## config.mk

```make
export PLATFORM = sky130hd
export DESIGN_NAME = gva_gen
export DESIGN_NICKNAME = d
export VERILOG_FILES = /design/src/rtl/gva_pkg.sv /design/src/rtl/gva_field_decode.sv /design/src/rtl/gva_offset_calc.sv /design/src/rtl/gva_space_rf.sv /design/src/rtl/gva_addr_form.sv /design/src/rtl/gva_gen.sv
export SDC_FILE = /design/constraint.sdc
export NUM_CORES = 1
export LEC_CHECK = 0
export ABC_AREA = 1
export BUFFER_PORTS_ARGS = -buffer_cell sky130_fd_sc_hd__clkbuf_2
export CORE_ASPECT_RATIO = 0.5
export CORE_MARGIN = 1
export CORE_UTILIZATION = 35
export CTS_CLUSTER_DIAMETER = 120
export DETAILED_ROUTE_END_ITERATION = 8
export GPL_ROUTABILITY_DRIVEN = 0
export GPL_TIMING_DRIVEN = 1
export SLEW_MARGIN = 10
export SYNTH_ARGS = -nofsm -noshare
export SYNTH_HDL_FRONTEND = slang
export SYNTH_SLANG_ARGS = --single-unit
```

## constraint.sdc

```tcl
create_clock -name clk -period 4.91 [get_ports clk]
set_input_delay 0.2455 -clock clk [delete_from_list [all_inputs] [get_ports clk]]
set_output_delay 0.2455 -clock clk [all_outputs]
set_load 0.02 [all_outputs]
```

## src/rtl/gva_pkg.sv

```systemverilog
package gva_pkg;

  typedef enum logic [1:0] {
    FORM_INDEXED = 2'd0,
    FORM_SHORT   = 2'd1,
    FORM_LONG    = 2'd2,
    FORM_BSTORE  = 2'd3
  } am_form_e;

  typedef enum logic [1:0] {
    MOD_NONE = 2'd0,
    MOD_PRE  = 2'd1,
    MOD_POST = 2'd2
  } mod_kind_e;

  localparam int REGNUM_W  = 5;
  localparam int SPF_W     = 2;
  localparam int SR_COUNT  = 8;
  localparam int SR_AW     = $clog2(SR_COUNT);
  localparam int SP_LSB    = 14;
  localparam int RB_LSB    = 21;
  localparam int F5_LSB    = 16;
  localparam int ORDER_BIT = 13;
  localparam int MOD_BIT   = 5;

endpackage

```

## src/rtl/gva_field_decode.sv

```systemverilog
module gva_field_decode
  import gva_pkg::*;
#(
  parameter int REG_W = 32,
  parameter int IMM_W = 14
) (
  input  logic [31:0]          insn,
  input  am_form_e             form,
  input  logic [IMM_W-1:0]     long_imm,
  input  logic [1:0]           size_log2,
  output logic [REGNUM_W-1:0]  base_num,
  output logic [REGNUM_W-1:0]  idx_num,
  output logic [SPF_W-1:0]     sp_field,
  output logic [REG_W-1:0]     disp,
  output logic                 use_index,
  output logic [1:0]           shift,
  output mod_kind_e            mod_kind,
  output logic                 align_wb
);

  logic [4:0] f5;
  logic       order_b;
  logic       mod_b;
  logic [REG_W-1:0] disp5_x;
  logic [REG_W-1:0] imm_x;
  logic       unused_bits;

  assign base_num = insn[RB_LSB +: REGNUM_W];
  assign f5       = insn[F5_LSB +: 5];
  assign idx_num  = f5;
  assign sp_field = insn[SP_LSB +: SPF_W];
  assign order_b  = insn[ORDER_BIT];
  assign mod_b    = insn[MOD_BIT];
  assign disp5_x  = {{(REG_W-5){f5[4]}}, f5};
  assign imm_x    = {{(REG_W-IMM_W){long_imm[IMM_W-1]}}, long_imm};
  assign unused_bits = ^{insn[31:26], insn[12:6], insn[4:0]};

  always_comb begin
    use_index = 1'b0;
    shift     = 2'd0;
    disp      = '0;
    mod_kind  = MOD_NONE;
    align_wb  = 1'b0;
    unique case (form)
      FORM_INDEXED: begin
        use_index = 1'b1;
        shift     = order_b ? size_log2 : 2'd0;
        mod_kind  = mod_b ? MOD_POST : MOD_NONE;
      end
      FORM_SHORT: begin
        disp     = disp5_x;
        mod_kind = mod_b ? (order_b ? MOD_PRE : MOD_POST) : MOD_NONE;
      end
      FORM_LONG: begin
        disp     = imm_x;
        mod_kind = mod_b ? (long_imm[IMM_W-1] ? MOD_POST : MOD_PRE) : MOD_NONE;
      end
      FORM_BSTORE: begin
        disp     = disp5_x;
        mod_kind = mod_b ? MOD_POST : MOD_NONE;
        align_wb = 1'b1;
      end
      default: ;
    endcase
  end

endmodule

```

## src/rtl/gva_offset_calc.sv

```systemverilog
module gva_offset_calc #(
  parameter int REG_W = 32
) (
  input  logic [REG_W-1:0] base_eff,
  input  logic [REG_W-1:0] idx_eff,
  input  logic             use_index,
  input  logic [1:0]       shift,
  input  logic [REG_W-1:0] disp,
  output logic [REG_W-1:0] offset
);

  logic [REG_W-1:0] scaled;
  logic [REG_W-1:0] addend;

  assign scaled = idx_eff << shift;
  assign addend = use_index ? scaled : disp;
  assign offset = base_eff + addend;

endmodule

```

## src/rtl/gva_space_rf.sv

```systemverilog
module gva_space_rf
  import gva_pkg::*;
#(
  parameter int SPACE_W = 64
) (
  input  logic               clk,
  input  logic               rst_n,
  input  logic               we,
  input  logic [SR_AW-1:0]   waddr,
  input  logic [SPACE_W-1:0] wdata,
  input  logic [SR_AW-1:0]   raddr_exp,
  input  logic [SR_AW-1:0]   raddr_imp,
  output logic [SPACE_W-1:0] rdata_exp,
  output logic [SPACE_W-1:0] rdata_imp
);

  logic [SPACE_W-1:0] regs [SR_COUNT];

  for (genvar g = 0; g < SR_COUNT; g++) begin : g_entry
    always_ff @(posedge clk or negedge rst_n) begin
      if (!rst_n) begin
        regs[g] <= '0;
      end else if (we && (waddr == SR_AW'(g))) begin
        regs[g] <= wdata;
      end
    end
  end

  assign rdata_exp = regs[raddr_exp];
  assign rdata_imp = regs[raddr_imp];

  AST_SR_WRITE: assert property (@(posedge clk) disable iff (!rst_n)
    we |=> regs[$past(waddr)] == $past(wdata));

endmodule

```

## src/rtl/gva_addr_form.sv

```systemverilog
module gva_addr_form
  import gva_pkg::*;
#(
  parameter int REG_W = 32,
  parameter int GVA_W = 64
) (
  input  logic [REG_W-1:0] base_eff,
  input  logic [REG_W-1:0] offset,
  input  mod_kind_e        mod_kind,
  input  logic [GVA_W-1:0] space,
  input  logic             wide_mode,
  input  logic             phys_mode,
  output logic [GVA_W-1:0] gva
);

  localparam logic [GVA_W-1:0] WIDE_MASK = {2'b00, {(GVA_W-2){1'b1}}};

  logic [REG_W-1:0] mem_ofs;
  logic [GVA_W-1:0] ext;
  logic [GVA_W-1:0] masked;

  assign mem_ofs = (mod_kind == MOD_POST) ? base_eff : offset;

  if (REG_W < GVA_W) begin : g_zext
    assign ext = {{(GVA_W-REG_W){1'b0}}, mem_ofs};
  end else begin : g_same
    assign ext = mem_ofs;
  end

  assign masked = wide_mode ? (ext & WIDE_MASK) : ext;
  assign gva    = phys_mode ? masked : (masked | space);

endmodule

```

## src/rtl/gva_gen.sv

```systemverilog
module gva_gen
  import gva_pkg::*;
#(
  parameter int REG_W = 32,
  parameter int IMM_W = 14,
  parameter int GVA_W = 64
) (
  input  logic             clk,
  input  logic             rst_n,
  input  logic             sr_we,
  input  logic [2:0]       sr_waddr,
  input  logic [GVA_W-1:0] sr_wdata,
  input  logic             in_valid,
  output logic             in_ready,
  input  logic [31:0]      insn,
  input  logic [1:0]       form,
  input  logic [1:0]       size_log2,
  input  logic [IMM_W-1:0] long_imm,
  input  logic [REG_W-1:0] base_val,
  input  logic [REG_W-1:0] idx_val,
  input  logic             wide_mode,
  input  logic             phys_mode,
  output logic             out_valid,
  input  logic             out_ready,
  output logic [GVA_W-1:0] gva,
  output logic             wb_en,
  output logic [4:0]       wb_reg,
  output logic [REG_W-1:0] wb_data
);

  logic [REGNUM_W-1:0] base_num;
  logic [REGNUM_W-1:0] idx_num;
  logic [SPF_W-1:0]    sp_field;
  logic [REG_W-1:0]    disp;
  logic                use_index;
  logic [1:0]          shift;
  mod_kind_e           mod_kind;
  logic                align_wb;
  logic [REG_W-1:0]    base_eff;
  logic [REG_W-1:0]    idx_eff;
  logic [REG_W-1:0]    offset;
  logic [SR_AW-1:0]    ra_exp;
  logic [SR_AW-1:0]    ra_imp;
  logic [GVA_W-1:0]    sp_exp;
  logic [GVA_W-1:0]    sp_imp;
  logic [GVA_W-1:0]    space;
  am_form_e            form_e;

  assign form_e = am_form_e'(form);

  gva_field_decode #(.REG_W(REG_W), .IMM_W(IMM_W)) u_dec (
    .insn      (insn),
    .form      (form_e),
    .long_imm  (long_imm),
    .size_log2 (size_log2),
    .base_num  (base_num),
    .idx_num   (idx_num),
    .sp_field  (sp_field),
    .disp      (disp),
    .use_index (use_index),
    .shift     (shift),
    .mod_kind  (mod_kind),
    .align_wb  (align_wb)
  );

  assign base_eff = (base_num == '0) ? '0 : base_val;
  assign idx_eff  = (idx_num  == '0) ? '0 : idx_val;

  gva_offset_calc #(.REG_W(REG_W)) u_ofs (
    .base_eff  (base_eff),
    .idx_eff   (idx_eff),
    .use_index (use_index),
    .shift     (shift),
    .disp      (disp),
    .offset    (offset)
  );

  assign ra_exp = {1'b0, sp_field};
  assign ra_imp = {1'b1, base_eff[REG_W-1 -: 2]};

  gva_space_rf #(.SPACE_W(GVA_W)) u_srf (
    .clk       (clk),
    .rst_n     (rst_n),
    .we        (sr_we),
    .waddr     (sr_waddr),
    .wdata     (sr_wdata),
    .raddr_exp (ra_exp),
    .raddr_imp (ra_imp),
    .rdata_exp (sp_exp),
    .rdata_imp (sp_imp)
  );

  assign space = (sp_field != '0) ? sp_exp : sp_imp;

  gva_addr_form #(.REG_W(REG_W), .GVA_W(GVA_W)) u_form (
    .base_eff  (base_eff),
    .offset    (offset),
    .mod_kind  (mod_kind),
    .space     (space),
    .wide_mode (wide_mode),
    .phys_mode (phys_mode),
    .gva       (gva)
  );

  assign wb_en     = in_valid && (mod_kind != MOD_NONE);
  assign wb_reg    = base_num;
  assign wb_data   = align_wb ? {offset[REG_W-1:2], 2'b00} : offset;
  assign out_valid = in_valid;
  assign in_ready  = out_ready;

  AST_POST_USES_BASE: assert property (@(posedge clk) disable iff (!rst_n)
    (in_valid && phys_mode && !wide_mode && mod_kind == MOD_POST)
      |-> gva[REG_W-1:0] == base_eff);

  AST_PRE_USES_OFS: assert property (@(posedge clk) disable iff (!rst_n)
    (in_valid && phys_mode && !wide_mode && mod_kind != MOD_POST)
      |-> gva[REG_W-1:0] == offset);

  AST_WB_ALIGNED: assert property (@(posedge clk) disable iff (!rst_n)
    (wb_en && form_e == FORM_BSTORE) |-> wb_data[1:0] == 2'b00);

  AST_WB_IDLE: assert property (@(posedge clk) disable iff (!rst_n)
    !in_valid |-> !wb_en);

  AST_WIDE_CLEAR: assert property (@(posedge clk) disable iff (!rst_n)
    (in_valid && wide_mode && phys_mode) |-> gva[GVA_W-1 -: 2] == 2'b00);

endmodule

```

==> out/results.md, run 1 <==
• **Crit Path Max Fanout** 22
• **Skew-Pair Late Insertion Delay** 550 ps
• **pwr dens** 382 nW/µm²
• **number of fill cells in the layout** 7223
• **outcome** finished with violations
• **kind of critical path** in2out
• **final period utilization** 85.9%
• **width of the chip** 376 µm
• **unrepaired setup endpoints after global routing** false
• **final number of max-transition violations** 0
• **die height** 189 µm
• **pin slew with the least headroom to its limit** 1200 ps
• **most common cell after layout, fill and taps aside** sky130_fd_sc_hd__nand2_1
• **commonest cells after routing, fill and taps aside** sky130_fd_sc_hd__nand2_1, sky130_fd_sc_hd__o21ai_0, sky130_fd_sc_hd__dfrtp_1, sky130_fd_sc_hd__inv_1, sky130_fd_sc_hd__clkbuf_2
• **Hold Vio Cnt, Final** 0
• **CTS Sinks** 448
• **core outline area** 69100 µm²
• **pin count of the biggest net entering global routing** 164
• **post-route worst setup slack** 691 ps
• **cell area after synthesis** 24500 µm²
• **final cell count without fillers** 4538
• **count of state elements after synthesis** 448
• **count of flip-flops with a built-in enable after synthesis** 0
• **delay of the slowest critical-path stage** 400 ps
• **number of vias per cell after detailed routing** 5.06
• **area of all sequential standard cells** 11200 µm²
• **Pre-Repair DR Iteration Count** 7
• **Synth Flop Type** sky130_fd_sc_hd__dfrtp_1
• **clk buf depth** 3
• **placed wire-length estimate** 48700 µm
• **share of final-layout standard cells stronger than drive strength 1** 10.9%
• **Boundary Pins** 292
• **placed cell areas** 26400 µm²
• **worst setup slack before clock tree synthesis** 733 ps
• **vias** 23000
• **global-route wire length before repair** 123000 µm
• **clock root buffer master** sky130_fd_sc_hd__clkbuf_16
• **register containing the most flip-flops in the final layout** u_srf.regs
• **slew margin rel.** 19.8%
• **starting density of the core** 35.4%
• **fin crit period** 4220 ps
• **static leakage** 14.3 nW
• **skew final** 0 ps
• **clock tree from TritonCTS** done
• **arrival time at the worst endpoint** 3970 ps
• **area taken by multi-input logic gates** 11200 µm²
• **htree depth** 2
• **synthesized netlist cell count** 3378
• **overall track demand over capacity in global routing** 21.6%
• **average cell area after synthesis** 7.25 µm²
• **Final TNS setup** 0 ps
• **Nets** 3784
• **final routed wire length divided by cell count** 17.2 µm
• **Largest register FFs** 448
• **via count of the first global-routing pass** 22000
• **proportion of synthesized chip area in sequential cells** 45.8%
• **registers with the most flip-flops** u_srf.regs x448
• **Async SR Flop Fraction** 100%
• **synthesis-to-finish area growth** 15.8%
• **synth unique cells** 38
• **max cap viols** 0
• **Worst Hold Class** in2reg
• **final std cell area, no fill** 28300 µm²
• **PostCTS Resize Cnt** 0
• **kind of end point of the critical path** output port
• **main area contributors after synthesis** sky130_fd_sc_hd__dfrtp_1, sky130_fd_sc_hd__nand2_1, sky130_fd_sc_hd__o21ai_0, sky130_fd_sc_hd__a21oi_1, sky130_fd_sc_hd__inv_1
• **Std-Cell Rows** 68
• **number of buffers created by CTS** 47
• **chain of cells forming the critical path** clkbuf_2 > inv_1 > ha_1 > nand3_1 > buf_4 > inv_1 > o21ai_0 > nor2_1 > a211oi_1 > ha_1 > a21oi_1 > nand2_1 > nand3_1 > nand2_1 > nand2_1 > nand2_1 > or2_2 > nand3_1 > nand3_1 > clkbuf_2
• **remaining routing DRC violations** 2
• **Setup crit start kind** input pin
• **final count of negative-setup-slack endpoints** 0
• **proportion of netlist area held by the largest area contributor** 45.8%
• **max frequency** 237 MHz
• **number of port buffers** 270
• **placed instance count** 4404
• **minimum hold slack** 50.6 ps
• **synthesis warning total** 0
• **required time of the worst setup path** 4660 ps
• **full die area** 71100 µm²
• **antenna violations before repair** 4
• **remaining number of nets flagged by the antenna check after routing** 0
• **routed wire length** 78200 µm
• **hold buffers post-CTS** 50
• **clock-pin slew of the registers on the worst-case setup and hold paths** 60 ps
• **violated checks** DRC
• **cell taking the most area after synthesis** sky130_fd_sc_hd__dfrtp_1
• **total overflow reported by the global router** 0
• **# Post-CTS Setup Buffers** 0
• **maximum vdd drop** 196 µV
• **count of routing violations after the opening detailed-route iteration** 2079
• **worst-path cell with the longest stage delay** sky130_fd_sc_hd__o21ai_0
• **Synthesized Nets** 3604
==> power breakdown <==
group | internal (mW) | leakage, nW | switching, mW
registers | 4.39 | 5.59 | 0.334
logic | 0.910 | 7.95 | 1.72
clock network | 2.03 | 0.730 | 1.44
total | 7.33 | 14.3 | 3.49
==> critical path, delay by kind of cell <==
family | cells | cell delay, ps
AOI/OAI and AO/OA | 3 | 960
adders and majority gates | 2 | 640
buffers and inverters | 5 | 860
and+or+nand+nor | 10 | 1260
==> path summary, 6_finish.rpt <==
kind / from / end / slack (ps) / cells after the start
min reg2reg: u_srf.regs[161] / u_srf.regs[161] / 480 / 2
max reg2reg: u_srf.regs[421] / u_srf.regs[421] / 4180 / 2
max in group asynchronous: rst_n / u_srf.regs[49] / 3180 / 3
min: sr_wdata[26] / u_srf.regs[26] / 50 / 3
min in group asynchronous: rst_n / u_srf.regs[4] / 340 / 2
max: form[0] / gva[14] / 690 / 20
==> routing by layer <==
| layer | vias up | track usage (%) | routed length [µm] |
|---|---|---|---|
| met5 | - | 0 | 31 |
| met4 | 4 | 6.19 | 1930 |
| met3 | 117 | 1.98 | 3910 |
| met2 | 624 | 38.0 | 38000 |
| met1 | 10900 | 28.5 | 34400 |
| li1 | 11300 | - | - |
==> Yosys cell counts, drive strengths merged, types with 3 or more instances <==
cell type / number
and2: 17
buf: 65
o211ai: 17
nor3: 21
clkbuf: 159
a221oi: 4
a22o: 3
nand3b: 6
nor2: 152
o21bai: 8
xor2: 11
o21ai: 580
nand4: 11
inv: 289
nand3: 205
dfrtp: 448
nand2: 1063
a211oi: 9
ha: 37
a21oi: 261
==> metrics by stage <==
stage          total power, mW  util [%]
6_report                  10.8      41.0
5_1_grt                   11.5      41.0
4_1_cts                   10.9      41.0
3_5_place_dp              7.38      38.1
3_3_place_gp              7.31      38.1
2_1_floorplan             6.49         -
==> cells by family (layout without fill, tap and decap cells) <==
family          Yosys count  in the layout  synth area share [%]
flops                   448            448                  45.8
simple gates           1477           1477                  24.3
buf+inv                 515            728                  8.76
fa+ha+maj                38             38                  1.97
other cells               0              2                     0
xor+xnor                 13             13                 0.465
compound gates          887            887                  18.7
==> layout make-up <==
class	count	share of cell area [%]
inverters	291	3.89
clock buffers	76	5.04
multi-input cells	2415	39.5
repair buffers	355	7.65
well taps	945	4.17
clock inverters	6	0.194
flip-flops and latches	448	39.6
diodes	2	0.0177
Note: power is estimated with default switching activity, not from simulation.
==> run 2, diff against run 1 <==
--- a/config.mk
+++ b/config.mk
@@ -7,7 +7,6 @@
 export LEC_CHECK = 0
 export ABC_AREA = 1
 export BUFFER_PORTS_ARGS = -buffer_cell sky130_fd_sc_hd__clkbuf_2
-export CORE_ASPECT_RATIO = 0.5
 export CORE_MARGIN = 1
 export CORE_UTILIZATION = 35
 export CTS_CLUSTER_DIAMETER = 120
==> run 2 against run 1 <==
Net effect: the flow now finishes without violations; maximum frequency increased by 3.6%; critical endpoint is now gva[19]; sequential share of layout area decreased by 0.21 points; sequential cell count unchanged; via count is 0.23% higher; global-route usage grew 0.57 points; final cell count down 0.26%; count of clock-buffer cells in the layout shrank 2; worst hold slack got worse by 3.2 ps; first-iteration DRC count down 10%; final area rose by 0.53%.
==> out/results.md, run 2 (same netlist as run 1, synthesis figures left out) <==
• **global-route wire length before repair** 123000 µm, about the same
• **share of final-layout standard cells stronger than drive strength 1** 11.0%, was 10.9%
• **CTS Sinks** 448, unchanged
• **number of port buffers** 270, unchanged
• **fin crit period** 4070 ps, was 4220 ps
• **Pre-Repair DR Iteration Count** 6, was 7
• **placed instance count** 4391, was 4404
• **capture point of the worst reg-to-reg path** u_srf.regs[134], was u_srf.regs[421]
• **remaining routing DRC violations** 0, was 2
• **number of fill cells in the layout** 7442, was 7223
• **die height** 266 µm, was 189 µm
• **clock-pin slew of the registers on the worst-case setup and hold paths** 60 ps, about the same
• **Boundary Pins** 292, unchanged
• **core outline area** 68900 µm², was 69100 µm²
• **Hold Vio Cnt, Final** 0, unchanged
• **count of routing violations after the opening detailed-route iteration** 1868, was 2079
• **final number of max-transition violations** 0, unchanged
• **register containing the most flip-flops in the final layout** u_srf.regs, unchanged
• **Largest register FFs** 448, unchanged
• **max cap viols** 0, unchanged
• **final count of negative-setup-slack endpoints** 0, unchanged
• **overall track demand over capacity in global routing** 22.2%, was 21.6%
• **synthesis-to-finish area growth** 16.4%, was 15.8%
• **number of vias per cell after detailed routing** 5.09, was 5.06
• **Reg2Reg Depth** 2, unchanged
• **final routed wire length divided by cell count** 17.6 µm, was 17.2 µm
• **post-layout util** 41.3%, was 41.0%
• **clock share of power** 33.5%, was 32.0%
• **slew margin rel.** 25.3%, was 19.8%
• **switching portion of total power** 32.0%, was 32.3%
• **minimum hold slack** 47.4 ps, was 50.6 ps
• **number of buffers created by CTS** 49, was 47
• **pin slew with the least headroom to its limit** 1120 ps, was 1200 ps
• **max frequency** 245 MHz, was 237 MHz
• **startpoint of the lowest-slack hold path** sr_wdata[28], was sr_wdata[26]
• **antenna violations before repair** 5, was 4
• **vias** 23000, about the same
• **unrepaired setup endpoints after global routing** false, unchanged
• **kind of end point of the critical path** output port, unchanged
• **Cell Int Power** 7.52 mW, was 7.33 mW
• **routed wire length** 79500 µm, was 78200 µm
• **htree depth** 2, unchanged
• **maximum vdd drop** 309 µV, was 196 µV
• **combinational share of power** 23.7%, was 24.3%
• **Setup crit start kind** input pin, unchanged
• **Crit Path Max Fanout** 18, was 22
• **pwr dens** 388 nW/µm², was 382 nW/µm²
• **width of the chip** 266 µm, was 376 µm
• **kind of critical path** in2out, unchanged
• **Std-Cell Rows** 96, was 68
• **skew final** 0 ps, unchanged
• **final cell count without fillers** 4526, was 4538
• **area of all sequential standard cells** 11200 µm², unchanged
• **via count of the first global-routing pass** 21500, was 22000
• **arrival time at the worst endpoint** 3830 ps, was 3970 ps
• **outcome** completed, was finished with violations
• **Reg power frac** 42.8%, was 43.7%
• **launch point of the worst reg-to-reg path** u_srf.regs[134], was u_srf.regs[421]
• **required time of the worst setup path** 4660 ps, about the same
• **total overflow reported by the global router** 0, unchanged
• **registers with the most flip-flops** u_srf.regs x448, unchanged
• **remaining number of nets flagged by the antenna check after routing** 0, unchanged
• **setup slack, reg-to-reg** 4190 ps, was 4180 ps
• **clock tree from TritonCTS** done, unchanged
• **static leakage** 14.3 nW, about the same
• **clock root buffer master** sky130_fd_sc_hd__clkbuf_16, unchanged
• **commonest cells after routing, fill and taps aside** sky130_fd_sc_hd__nand2_1, sky130_fd_sc_hd__o21ai_0, sky130_fd_sc_hd__dfrtp_1, sky130_fd_sc_hd__inv_1, sky130_fd_sc_hd__clkbuf_2, unchanged
• **Skew-Pair Late Insertion Delay** 580 ps, was 550 ps
• **final period utilization** 83.0%, was 85.9%
• **Final TNS setup** 0 ps, unchanged
• **pin count of the biggest net entering global routing** 129, was 164
• **endpoint of the worst hold-timing path** u_srf.regs[28], was u_srf.regs[26]
• **Worst Hold Class** in2reg, unchanged
• **placed wire-length estimate** 49400 µm, was 48700 µm
• **starting density of the core** 35.5%, was 35.4%
• **Nets** 3788, was 3784
• **clk buf depth** 3, unchanged
• **area taken by multi-input logic gates** 11200 µm², about the same
• **Net Sw Power** 3.53 mW, was 3.49 mW
• **most common cell after layout, fill and taps aside** sky130_fd_sc_hd__nand2_1, unchanged
• **Worst Hold Depth** 3, unchanged
• **full die area** 71000 µm², was 71100 µm²
-- run 2: cell types whose count changed in the layout (fill, tap and decap cells not counted), moves of 2 or more --
| cell | previous run | this run |
|---|---|---|
| sky130_fd_sc_hd__clkinvlp_4 | 0 | 2 |
| sky130_fd_sc_hd__nand2_4 | 8 | 6 |
| sky130_fd_sc_hd__bufinv_16 | 1 | 3 |
| sky130_fd_sc_hd__clkbuf_1 | 17 | 12 |
| sky130_fd_sc_hd__clkinv_2 | 5 | 3 |
| sky130_fd_sc_hd__nand2_8 | 0 | 2 |
| sky130_fd_sc_hd__clkbuf_16 | 49 | 51 |
| sky130_fd_sc_hd__inv_2 | 4 | 2 |
-- run 2: worst max path at each step --
stage,from,end,cells past startpoint
finish,insn[20],gva[19],18
floorplan,form[0],gva[12],20
global placement,form[0],gva[31],22
CTS,form[0],gva[28],24
detailed placement,form[0],gva[28],24
global route,form[0],gva[28],22
-- run 2: metrics by stage --
| stage | cell area [µm²] | setup WS (ps) | power [mW] |
|---|---|---|---|
| finish | 28500 | 836 | 11.1 |
| global route | 28500 | 468 | 11.7 |
| CTS | 28500 | 877 | 11.2 |
| detailed placement | 26400 | 881 | 7.38 |
| global placement | 26400 | 926 | 7.32 |
| floorplan | 24500 | 1460 | 6.49 |
-- run 2: layer usage --
metal | vias up | global-route usage, % | routed length (µm)
li1 | 11300 | - | -
met1 | 10800 | 30.6 | 35800
met2 | 756 | 37.0 | 37300
met3 | 107 | 2.67 | 4850
met4 | 8 | 5.53 | 1460
met5 | - | 0 | 51
-- run 2: area by class of cell --
class	instances	share of cell area, %
inverters	291	3.86
flip-flops and latches	448	39.4
clock inverters	9	0.466
clock buffers	74	5.17
multi-input cells	2415	39.3
well taps	931	4.09
diodes	1	0.00878
repair buffers	357	7.71
-- run 2: repair_timing --
action,CTS,global route
hold endpoints to repair,161,0
hold buffers,51,0
gates resized for setup,0,0
setup buffers,0,0
-- run 2: power by group through the flow --
stage          Combinational (mW)  Clock (mW)  Sequential (mW)
3_5_place_dp                 2.60           0             4.78
2_1_floorplan                1.79           0             4.70
6_report                     2.62        3.70             4.73
4_1_cts                      2.64        3.80             4.72
3_3_place_gp                 2.57           0             4.76
5_1_grt                      2.98        3.94             4.81
-- run 2: worst max-delay path: stages --
cell	delay, ps
sky130_fd_sc_hd__clkbuf_2	100
sky130_fd_sc_hd__nor2_1	100
sky130_fd_sc_hd__nand3_1	460
sky130_fd_sc_hd__buf_4	400
sky130_fd_sc_hd__nand2_1	150
sky130_fd_sc_hd__inv_1	50
sky130_fd_sc_hd__o21ai_0	270
sky130_fd_sc_hd__a221oi_1	140
sky130_fd_sc_hd__ha_1	410
sky130_fd_sc_hd__nand2_1	120
sky130_fd_sc_hd__nor2_1	270
sky130_fd_sc_hd__inv_1	80
sky130_fd_sc_hd__nor2_1	210
sky130_fd_sc_hd__nand4_1	210
sky130_fd_sc_hd__nand4_1	170
sky130_fd_sc_hd__nand3_1	80
sky130_fd_sc_hd__nand3_1	150
sky130_fd_sc_hd__clkbuf_2	190
